$ cat src/rtl/nor_id_pkg.sv
package nor_id_pkg;
   localparam logic [7:0] CMD_READ_ARRAY = 8'hF0;
   localparam logic [7:0] CMD_UNLOCK_A   = 8'hAA;
   localparam logic [7:0] CMD_UNLOCK_B   = 8'h55;
   localparam logic [7:0] CMD_ID_MODE    = 8'h90;

   localparam int unsigned ADR_CMD_PRI = 32'h555;
   localparam int unsigned ADR_CMD_SEC = 32'h2AA;
   localparam int unsigned ADR_VENDOR  = 32'h000;
   localparam int unsigned ADR_DEVICE  = 32'h001;

   typedef enum logic [3:0] {
      PS_IDLE,
      PS_POLL,
      PS_CMD_RST,
      PS_CMD_UA,
      PS_CMD_UB,
      PS_CMD_ID,
      PS_RD_VEN,
      PS_RD_DEV,
      PS_CMD_EXIT,
      PS_REPORT
   } probe_state_t;

   typedef enum logic [2:0] {
      BS_IDLE,
      BS_SETUP,
      BS_STROBE,
      BS_HOLD,
      BS_ACCESS,
      BS_RDONE
   } bus_state_t;
endpackage

$ cat src/rtl/nor_bus_engine.sv
module nor_bus_engine
   import nor_id_pkg::*;
#(
   parameter int ADDR_W     = 12,
   parameter int DATA_W     = 8,
   parameter int SETUP_CYC  = 2,
   parameter int STROBE_CYC = 4,
   parameter int ACCESS_CYC = 3
) (
   input  logic              clk,
   input  logic              rst_n,
   input  logic              op_req,
   input  logic              op_write,
   input  logic [ADDR_W-1:0] op_addr,
   input  logic [DATA_W-1:0] op_wdata,
   output logic              op_ack,
   output logic [DATA_W-1:0] op_rdata,
   output logic [ADDR_W-1:0] bus_addr,
   output logic [DATA_W-1:0] bus_wdata,
   input  logic [DATA_W-1:0] bus_rdata,
   output logic              bus_wr,
   output logic              bus_rd
);
   localparam int MAX_A = (SETUP_CYC > STROBE_CYC) ? SETUP_CYC : STROBE_CYC;
   localparam int MAXC  = (MAX_A > ACCESS_CYC) ? MAX_A : ACCESS_CYC;
   localparam int CNT_W = (MAXC > 1) ? $clog2(MAXC) : 1;

   generate
      if (SETUP_CYC < 1 || STROBE_CYC < 1 || ACCESS_CYC < 1) begin : g_bad_timing
         $error("nor_bus_engine: every timing count must be at least 1");
      end
   endgenerate

   bus_state_t        st;
   logic [CNT_W-1:0]  cnt;
   logic [ADDR_W-1:0] lat_addr;
   logic [DATA_W-1:0] lat_wdata;
   logic [DATA_W-1:0] cap_q;

   always_ff @(posedge clk) begin
      if (!rst_n) begin
         st        <= BS_IDLE;
         cnt       <= '0;
         lat_addr  <= '0;
         lat_wdata <= '0;
         cap_q     <= '0;
      end else begin
         unique case (st)
            BS_IDLE: begin
               if (op_req) begin
                  lat_addr  <= op_addr;
                  lat_wdata <= op_wdata;
                  if (op_write) begin
                     st  <= BS_SETUP;
                     cnt <= CNT_W'(SETUP_CYC - 1);
                  end else begin
                     st  <= BS_ACCESS;
                     cnt <= CNT_W'(ACCESS_CYC - 1);
                  end
               end
            end
            BS_SETUP: begin
               if (cnt == '0) begin
                  st  <= BS_STROBE;
                  cnt <= CNT_W'(STROBE_CYC - 1);
               end else begin
                  cnt <= cnt - 1'b1;
               end
            end
            BS_STROBE: begin
               if (cnt == '0) st <= BS_HOLD;
               else           cnt <= cnt - 1'b1;
            end
            BS_HOLD: st <= BS_IDLE;
            BS_ACCESS: begin
               if (cnt == '0) begin
                  cap_q <= bus_rdata;
                  st    <= BS_RDONE;
               end else begin
                  cnt <= cnt - 1'b1;
               end
            end
            BS_RDONE: st <= BS_IDLE;
            default:  st <= BS_IDLE;
         endcase
      end
   end

   assign op_ack    = (st == BS_HOLD) || (st == BS_RDONE);
   assign op_rdata  = cap_q;
   assign bus_addr  = lat_addr;
   assign bus_wdata = lat_wdata;
   assign bus_wr    = (st == BS_STROBE);
   assign bus_rd    = (st == BS_ACCESS);
endmodule

$ cat src/rtl/nor_settle_tracker.sv
module nor_settle_tracker #(
   parameter int DATA_W = 8,
   parameter int LIMIT  = 10000
) (
   input  logic              clk,
   input  logic              rst_n,
   input  logic              clear,
   input  logic              sample_vld,
   input  logic [DATA_W-1:0] sample,
   output logic              quiet
);
   localparam int MISS_W = $clog2(LIMIT + 1);

   generate
      if (LIMIT < 1) begin : g_bad_limit
         $error("nor_settle_tracker: LIMIT must be at least 1");
      end
   endgenerate

   logic              have_prev;
   logic [DATA_W-1:0] prev_q;
   logic [MISS_W-1:0] miss_q;
   logic              same;

   assign same  = (sample == prev_q);
   assign quiet = have_prev && (same || (miss_q == MISS_W'(LIMIT - 1)));

   always_ff @(posedge clk) begin
      if (!rst_n || clear) begin
         have_prev <= 1'b0;
         prev_q    <= '0;
         miss_q    <= '0;
      end else if (sample_vld) begin
         have_prev <= 1'b1;
         prev_q    <= sample;
         if (have_prev && !same) miss_q <= miss_q + 1'b1;
      end
   end
endmodule

$ cat src/rtl/nor_odd_parity.sv
module nor_odd_parity #(
   parameter int W = 8
) (
   input  logic [W-1:0] data,
   output logic         odd
);
   logic [W:0] chain;
   assign chain[0] = 1'b0;
   generate
      for (genvar gi = 0; gi < W; gi++) begin : g_xor
         assign chain[gi+1] = chain[gi] ^ data[gi];
      end
   endgenerate
   assign odd = chain[W];
endmodule

$ cat src/rtl/nor_id_probe.sv
module nor_id_probe
   import nor_id_pkg::*;
#(
   parameter int ADDR_W       = 12,
   parameter int DATA_W       = 8,
   parameter int SETUP_CYC    = 2,
   parameter int STROBE_CYC   = 4,
   parameter int ACCESS_CYC   = 3,
   parameter int SETTLE_LIMIT = 10000
) (
   input  logic                clk,
   input  logic                rst_n,
   input  logic                start,
   output logic                busy,
   output logic                done,
   output logic                found,
   output logic [2*DATA_W-1:0] dev_id,
   output logic [ADDR_W-1:0]   mem_addr,
   output logic [DATA_W-1:0]   mem_wdata,
   input  logic [DATA_W-1:0]   mem_rdata,
   output logic                mem_wr_en,
   output logic                mem_rd_en
);
   localparam int N_CODES = 2;

   generate
      if (DATA_W != 8) begin : g_bad_width
         $error("nor_id_probe: command bytes need DATA_W of 8");
      end
      if (ADDR_W < 11) begin : g_bad_addr
         $error("nor_id_probe: ADDR_W must reach the 0x555 command address");
      end
   endgenerate

   probe_state_t      ps;
   logic              op_req, op_write, op_ack;
   logic [ADDR_W-1:0] op_addr;
   logic [DATA_W-1:0] op_wdata, op_rdata;
   logic              quiet;
   logic [DATA_W-1:0] code_q [N_CODES];
   logic [N_CODES-1:0] code_odd;
   logic              found_q;
   logic [2*DATA_W-1:0] id_q;

   // Operation selection per state
   always_comb begin
      op_req   = 1'b1;
      op_write = 1'b1;
      op_addr  = ADDR_W'(ADR_CMD_PRI);
      op_wdata = CMD_READ_ARRAY;
      unique case (ps)
         PS_IDLE, PS_REPORT: op_req = 1'b0;
         PS_POLL: begin
            op_write = 1'b0;
            op_addr  = ADDR_W'(ADR_VENDOR);
         end
         PS_CMD_RST:  op_wdata = CMD_READ_ARRAY;
         PS_CMD_UA:   op_wdata = CMD_UNLOCK_A;
         PS_CMD_UB: begin
            op_addr  = ADDR_W'(ADR_CMD_SEC);
            op_wdata = CMD_UNLOCK_B;
         end
         PS_CMD_ID:   op_wdata = CMD_ID_MODE;
         PS_RD_VEN: begin
            op_write = 1'b0;
            op_addr  = ADDR_W'(ADR_VENDOR);
         end
         PS_RD_DEV: begin
            op_write = 1'b0;
            op_addr  = ADDR_W'(ADR_DEVICE);
         end
         PS_CMD_EXIT: op_wdata = CMD_READ_ARRAY;
         default:     op_req = 1'b0;
      endcase
   end

   nor_bus_engine #(
      .ADDR_W(ADDR_W), .DATA_W(DATA_W), .SETUP_CYC(SETUP_CYC),
      .STROBE_CYC(STROBE_CYC), .ACCESS_CYC(ACCESS_CYC)
   ) u_bus (
      .clk(clk), .rst_n(rst_n),
      .op_req(op_req), .op_write(op_write), .op_addr(op_addr), .op_wdata(op_wdata),
      .op_ack(op_ack), .op_rdata(op_rdata),
      .bus_addr(mem_addr), .bus_wdata(mem_wdata), .bus_rdata(mem_rdata),
      .bus_wr(mem_wr_en), .bus_rd(mem_rd_en)
   );

   nor_settle_tracker #(.DATA_W(DATA_W), .LIMIT(SETTLE_LIMIT)) u_settle (
      .clk(clk), .rst_n(rst_n),
      .clear(ps == PS_IDLE && start),
      .sample_vld(op_ack && ps == PS_POLL),
      .sample(op_rdata),
      .quiet(quiet)
   );

   generate
      for (genvar gc = 0; gc < N_CODES; gc++) begin : g_par
         nor_odd_parity #(.W(DATA_W)) u_par (.data(code_q[gc]), .odd(code_odd[gc]));
      end
   endgenerate

   always_ff @(posedge clk) begin
      if (!rst_n) begin
         ps      <= PS_IDLE;
         found_q <= 1'b0;
         id_q    <= '0;
         for (int i = 0; i < N_CODES; i++) code_q[i] <= '0;
      end else begin
         unique case (ps)
            PS_IDLE:     if (start) ps <= PS_POLL;
            PS_POLL:     if (op_ack && quiet) ps <= PS_CMD_RST;
            PS_CMD_RST:  if (op_ack) ps <= PS_CMD_UA;
            PS_CMD_UA:   if (op_ack) ps <= PS_CMD_UB;
            PS_CMD_UB:   if (op_ack) ps <= PS_CMD_ID;
            PS_CMD_ID:   if (op_ack) ps <= PS_RD_VEN;
            PS_RD_VEN: if (op_ack) begin
               code_q[0] <= op_rdata;
               ps        <= PS_RD_DEV;
            end
            PS_RD_DEV: if (op_ack) begin
               code_q[1] <= op_rdata;
               ps        <= PS_CMD_EXIT;
            end
            PS_CMD_EXIT: if (op_ack) begin
               found_q <= &code_odd;
               id_q    <= {code_q[0], code_q[1]};
               ps      <= PS_REPORT;
            end
            PS_REPORT:   ps <= PS_IDLE;
            default:     ps <= PS_IDLE;
         endcase
      end
   end

   assign busy   = (ps != PS_IDLE);
   assign done   = (ps == PS_REPORT);
   assign found  = found_q;
   assign dev_id = id_q;
endmodule

$ cat config.mk
export PLATFORM = sky130hd
export DESIGN_NAME = nor_id_probe
export DESIGN_NICKNAME = d
export VERILOG_FILES = /design/src/rtl/nor_id_pkg.sv /design/src/rtl/nor_bus_engine.sv /design/src/rtl/nor_settle_tracker.sv /design/src/rtl/nor_odd_parity.sv /design/src/rtl/nor_id_probe.sv
export SDC_FILE = /design/constraint.sdc
export NUM_CORES = 1
export LEC_CHECK = 0
export BUFFER_PORTS_ARGS = -buffer_cell sky130_fd_sc_hd__buf_2
export CORE_MARGIN = 2
export CORE_UTILIZATION = 40
export CTS_CLUSTER_DIAMETER = 60
export DETAILED_ROUTE_END_ITERATION = 6
export HOLD_SLACK_MARGIN = 0.1
export PLACE_DENSITY = 0.58
export SLEW_MARGIN = 30
export SYNTH_ARGS = -nofsm -noshare
export SYNTH_HDL_FRONTEND = slang
export SYNTH_SLANG_ARGS = --single-unit
export TNS_END_PERCENT = 20
$ cat constraint.sdc
create_clock -name clk -period 2.5 [get_ports clk]
set_input_delay 0.5 -clock clk [delete_from_list [all_inputs] [get_ports clk]]
set_output_delay 0.5 -clock clk [all_outputs]
set_load 0.02 [all_outputs]
-- Word level (Yosys, flattened, before mapping)
Memory sizes are Yosys's and may differ from the RTL's.
Cells that the tools add are included.
- register bits after elaboration: 77
- bits in writable memories: 16
- bits of input ports: 11
- output and inout bits: 41
- logic and storage cells: 121
- memories kept: 1
- memories (memory ; depth ; width ; read ports ; clocked after memory_dff ; write ports ; line ; RTL):
    code_q ; 2 ; 8 ; 2 ; 0 ; 2 ; nor_id_probe.sv:40 ; logic [DATA_W-1:0] code_q [N_CODES];
- $add $sub $neg: 2
- equal/unequal tests: 30
- mux-type cells: 34
- bitwise operators: 16
- reductions and logical operators: 27
- operator list (cell ; number):
    4-bit 2-to-1 mux ; 9
    4-bit case mux with 9 select lines ; 1
    11-bit case mux with 3 select lines ; 1
    8-bit case mux with 3 select lines ; 1
    2-bit inequality test (second input constant) ; 10
    4-bit by 3-bit == test with 1-bit output (second input constant) ; 4
    8-bit 2-to-1 mux ; 2
    3-bit 2-to-1 mux ; 5
    14-bit by 1-bit adder with 14-bit output (second input constant) ; 1
    14-bit == test (second input constant) ; 1
    1-bit bitwise XOR ; 14
    3-bit case mux with 4 select lines ; 1
    2-bit AND reduction ; 5
    1-bit 2-to-1 mux ; 9
    9-bit AND reduction ; 1
    4-bit by 2-bit == test with 1-bit output (second input constant) ; 2
    4-bit == test (second input constant) ; 2
    8-bit == test ; 1
    2-bit 2-to-1 mux ; 4
    2-bit by 1-bit inequality test with 1-bit output (second input constant) ; 4
    8-bit OR reduction ; 1
    3-bit by 2-bit == test with 1-bit output (second input constant) ; 2
    3-bit == test (second input constant) ; 2
    2-bit case mux with 3 select lines ; 1
    16 further kinds ; 25

-- Depth between registers and ports, before layout
An unclocked memory read counts as a cell.
- word-level depth: 9
- depth in mapped cells: 7
- mapped depth without buffers: 6

-- By module
From an unflattened synthesis, not the netlist that was laid out.
- cell total of the unflattened synthesis: 483
- area, all modules: 4501.8 µm²
- by module, submodules not included (module ; times used ; cells an instance ; area each (µm²) ; seq. area each (µm²)):
    nor_id_probe ; 1 ; 161 ; 1644.1 ; 900.9
    nor_bus_engine ; 1 ; 166 ; 1487.7 ; 660.6
    nor_settle_tracker ; 1 ; 142 ; 1247.4 ; 460.4
    nor_odd_parity ; 2 ; 7 ; 61.3 ; 0.0

-- Least setup slack after synthesis
OpenSTA, ideal clock, no wires.
- kind: register -> register
- from: register u_bus.st[2]
- to: memory code_q[0][0], enable pin
- setup time: 0.384 ns
- data arrival time: 1.546 ns
- data required time: 2.116 ns
- slack: 0.570 ns
- cell stages (with the launch flop): 4
- buffers on the path: 0
- period minus slack after synthesis: 1.930 ns
- cells stage by stage: dfxtp_1 -> xor2_2 -> nand4_1 -> o21ai_0
- RTL lines (element ; line ; RTL):
    start, declared ; nor_bus_engine.sv:34 ; bus_state_t st;
    start signal, assigned ; nor_bus_engine.sv:42 ; st <= BS_IDLE;
    start signal, assigned ; nor_bus_engine.sv:54 ; st <= BS_SETUP;
    start signal, assigned ; nor_bus_engine.sv:57 ; st <= BS_ACCESS;
    end, declared ; nor_id_probe.sv:40 ;

-- Worst setup path in the final report
- from: register ps[0]
- to: output port done
- cells in the longest elaborated chain, start to end: 1
- RTL lines (element ; line ; RTL):
    start, declared ; nor_id_probe.sv:35 ; probe_state_t ps;
    start signal, assigned ; nor_id_probe.sv:104 ; ps <= PS_IDLE;
    start signal, assigned ; nor_id_probe.sv:110 ; PS_IDLE: if (start) ps <= PS_POLL;
    start signal, assigned ; nor_id_probe.sv:111 ; PS_POLL: if (op_ack && quiet) ps <= PS_CMD_RST;
    4-bit == test ; nor_id_probe.sv:136 ; assign done = (ps == PS_REPORT);
    end, declared ; nor_id_probe.sv:15 ; output logic done,
Every way passes these cells.

==> out/results.ini <==
[status]
status = finished clean

[sta]
setup_tns_ns = 0
fmax_mhz = 435.0
clock_skew_ns = 0.01374
hold_viol = 0
finalSetupViolCount = 0
slew_headroom = 0.6175
tightestPinTransition_ns = 0.5725
rsz0062_at_grt = no
finalMaxSlewViolations = 0
period_share = 0.9196
period_minus_slack_ns = 2.299

[yosys]
postSynthAreaPerCell_um2 = 9.760
postSynth.asyncResetShare = 0
synth_warnings = 0
synthDistinctLibCells = 51
synth_seq_cells = 82
synth_edf_count = 16
ys.flop_type = dfxtp_1
synthCells = 391
syn_nets = 404
syn-cell-area_um2 = 3816
ys_seq_area_frac = 0.4721

[worst_setup_path]
worstSetupEndpointType = output port
r2r_setup_slack_ns = 0.27
start_kind = flop
path_class = flop to output port
r2r_cells = 5
worstPathMaxFanout = 10
crit_arrival_ns = 1.80
required_ns = 2.00

[global_routing]
grt_max_degree = 25
grt_pass1_wl_mm = 12.32
antenna_found_initial = 0
grt_pass1_vias = 2549
grt_overflow = 0
grt_usage = 0.1538

[die]
io_pins = 52
start_util = 0.4130
rows = 35
floorplan.die_area_um2 = 10340
fp.dieW_um = 101.7
chipHeight_um = 101.7
coreArea_um2 = 9240

[route]
drt_iter0_markers = 83
ant_nets = 0
routed_wl_mm = 7.386
firstDrtPassIters = 4
vias_per_cell = 5.000
routed-via-count = 2830
route.detailed.drc = 0
wl_per_cell_um = 13.05

[clock_tree]
cts_made_buffers = 9
worstSkewPairLatency_ns = 0.36
cts_tree = built
cts.clk_slew.worst_paths_ns = 0.09
cts_htree_levels = 3
postCtsSetupBuffers = 0
cts_root_buf = clkbuf_8
cts_sinks = 82
post_cts_resized = 0
cts_buffer_depth = 2
cts_hold_buf = 0

[layout]
area_growth_pct = 13.90
final_nets = 445
n_antenna_cell = 0
num-fill-cells = 900
layout-drive-gt1-share = 0.2037

[pwr]
power.density_nw_per_um2 = 883.4
leakage_nw = 1.905
irDropWorstVdd_v = 0.0002834
total_power_w = 0.003840

[placement]
gp_congestion = 0.8457
port-buffer-count = 50
hpwl_mm = 5.336

[worst_hold_path]
whs_path_depth = 3
hold_path.class = input port to flop

[job]
maxCapViolations = 0

==> cells in the mapped netlist, types with 11 or more instances <==
master	instances	area, µm²
a21oi_1	22	110.1
and2_1	11	68.82
buf_4	11	82.58
clkbuf_1	14	52.55
dfxtp_1	66	1321
edfxtp_1	16	480.5
inv_1	11	41.29
mux2i_1	34	340.3
nand2_1	18	67.56
nand3_1	11	55.05
nor2_1	56	210.2
xnor2_1	21	183.9
==> worst max-delay path: stages (launching register included) <==
cell	delay (ns)
dfxtp_1	0.52
nor3b_1	0.54
and2_1	0.22
buf_2	0.16
==> sequential cells by signal, summed over array words and instances (netlist names) <==
| name | cells |
|---|---|
| code_q | 16 |
| dev_id | 16 |
| u_settle.miss_q | 14 |
| u_bus.op_rdata | 8 |
| u_settle.prev_q | 8 |
| u_bus.bus_wdata | 6 |
| ps | 4 |
| u_bus.bus_addr | 3 |
| u_bus.st | 3 |
| u_bus.cnt | 2 |
| found | 1 |
| u_settle.have_prev | 1 |
==> per-stage QoR <==
| stage | instances | util | hold slack (ns) | setup slack, ns | cell area, µm² |
|---|---|---|---|---|---|
| after floorplan | 391 | - | 0.4319 | 0.5703 | 3816 |
| after global placement | 550 | 0.4481 | 0.4433 | 0.3835 | 4140 |
| after detailed placement | 550 | 0.4481 | 0.4447 | 0.3134 | 4140 |
| after CTS | 566 | 0.4704 | 0.3639 | 0.1983 | 4347 |
| after global routing | 566 | 0.4704 | 0.3590 | 0.0008678 | 4347 |
| final | 566 | 0.4704 | 0.3769 | 0.2011 | 4347 |
==> cell usage in the layout, fill, tap and decap left out, types with 16 or more instances in the layout <==
cell,n
xnor2_1,21
edfxtp_1,16
mux2i_1,34
nor2_1,56
nand2_1,18
buf_2,50
a21oi_1,22
dfxtp_1,66
==> kinds of logic (layout without fill, tap and decap cells) <==
logic type | count (synthesis) | count (layout) | synth area share
buffers and inverters | 41 | 87 | 0.05246
and+or+nand+nor | 140 | 140 | 0.1993
DFF | 82 | 82 | 0.4721
xor gates and xnor gates | 31 | 31 | 0.07312
adders and majority gates | 2 | 2 | 0.006556
AOI/OAI and AO/OA | 60 | 60 | 0.1062
other | 1 | 1 | 0.0009827
muxes | 34 | 34 | 0.08918
==> path summary, 6_finish.rpt <==
kind / start / to
max: ps[0] / done
min: mem_rdata[3] / u_bus.op_rdata[3]
min reg2reg: u_bus.cnt[0] / u_bus.cnt[0]
max reg2reg: u_bus.st[2] / u_settle.miss_q[6]
==> where the power goes <==
group / switching [W] / total, W / internal, W
Combinational: 0.000731 / 0.00121 / 0.000475
Clock: 0.000508 / 0.000989 / 0.000481
Sequential: 0.000176 / 0.00164 / 0.00147
Total: 0.00141 / 0.00384 / 0.00243
==> per-layer routing <==
layer	routed length (µm)	global-route usage
met1	3606	0.2006
met2	3325	0.2389
met4	110	0.05094
met5	0	0
met3	343	0.05314
==> area by class of cell <==
class                           count  area (µm²)  area share
Multi-Input combinational cell    268        1814      0.4174
Sequential cell                    82        1802      0.4145
Timing Repair Buffer               59       317.8     0.07311
Tap cell                          129       161.4     0.03713
Clock buffer                        9       123.9     0.02850
Clock inverter                      7       82.58     0.01900
Inverter                           12       45.04     0.01036
Power figures use the tool's default switching activity.
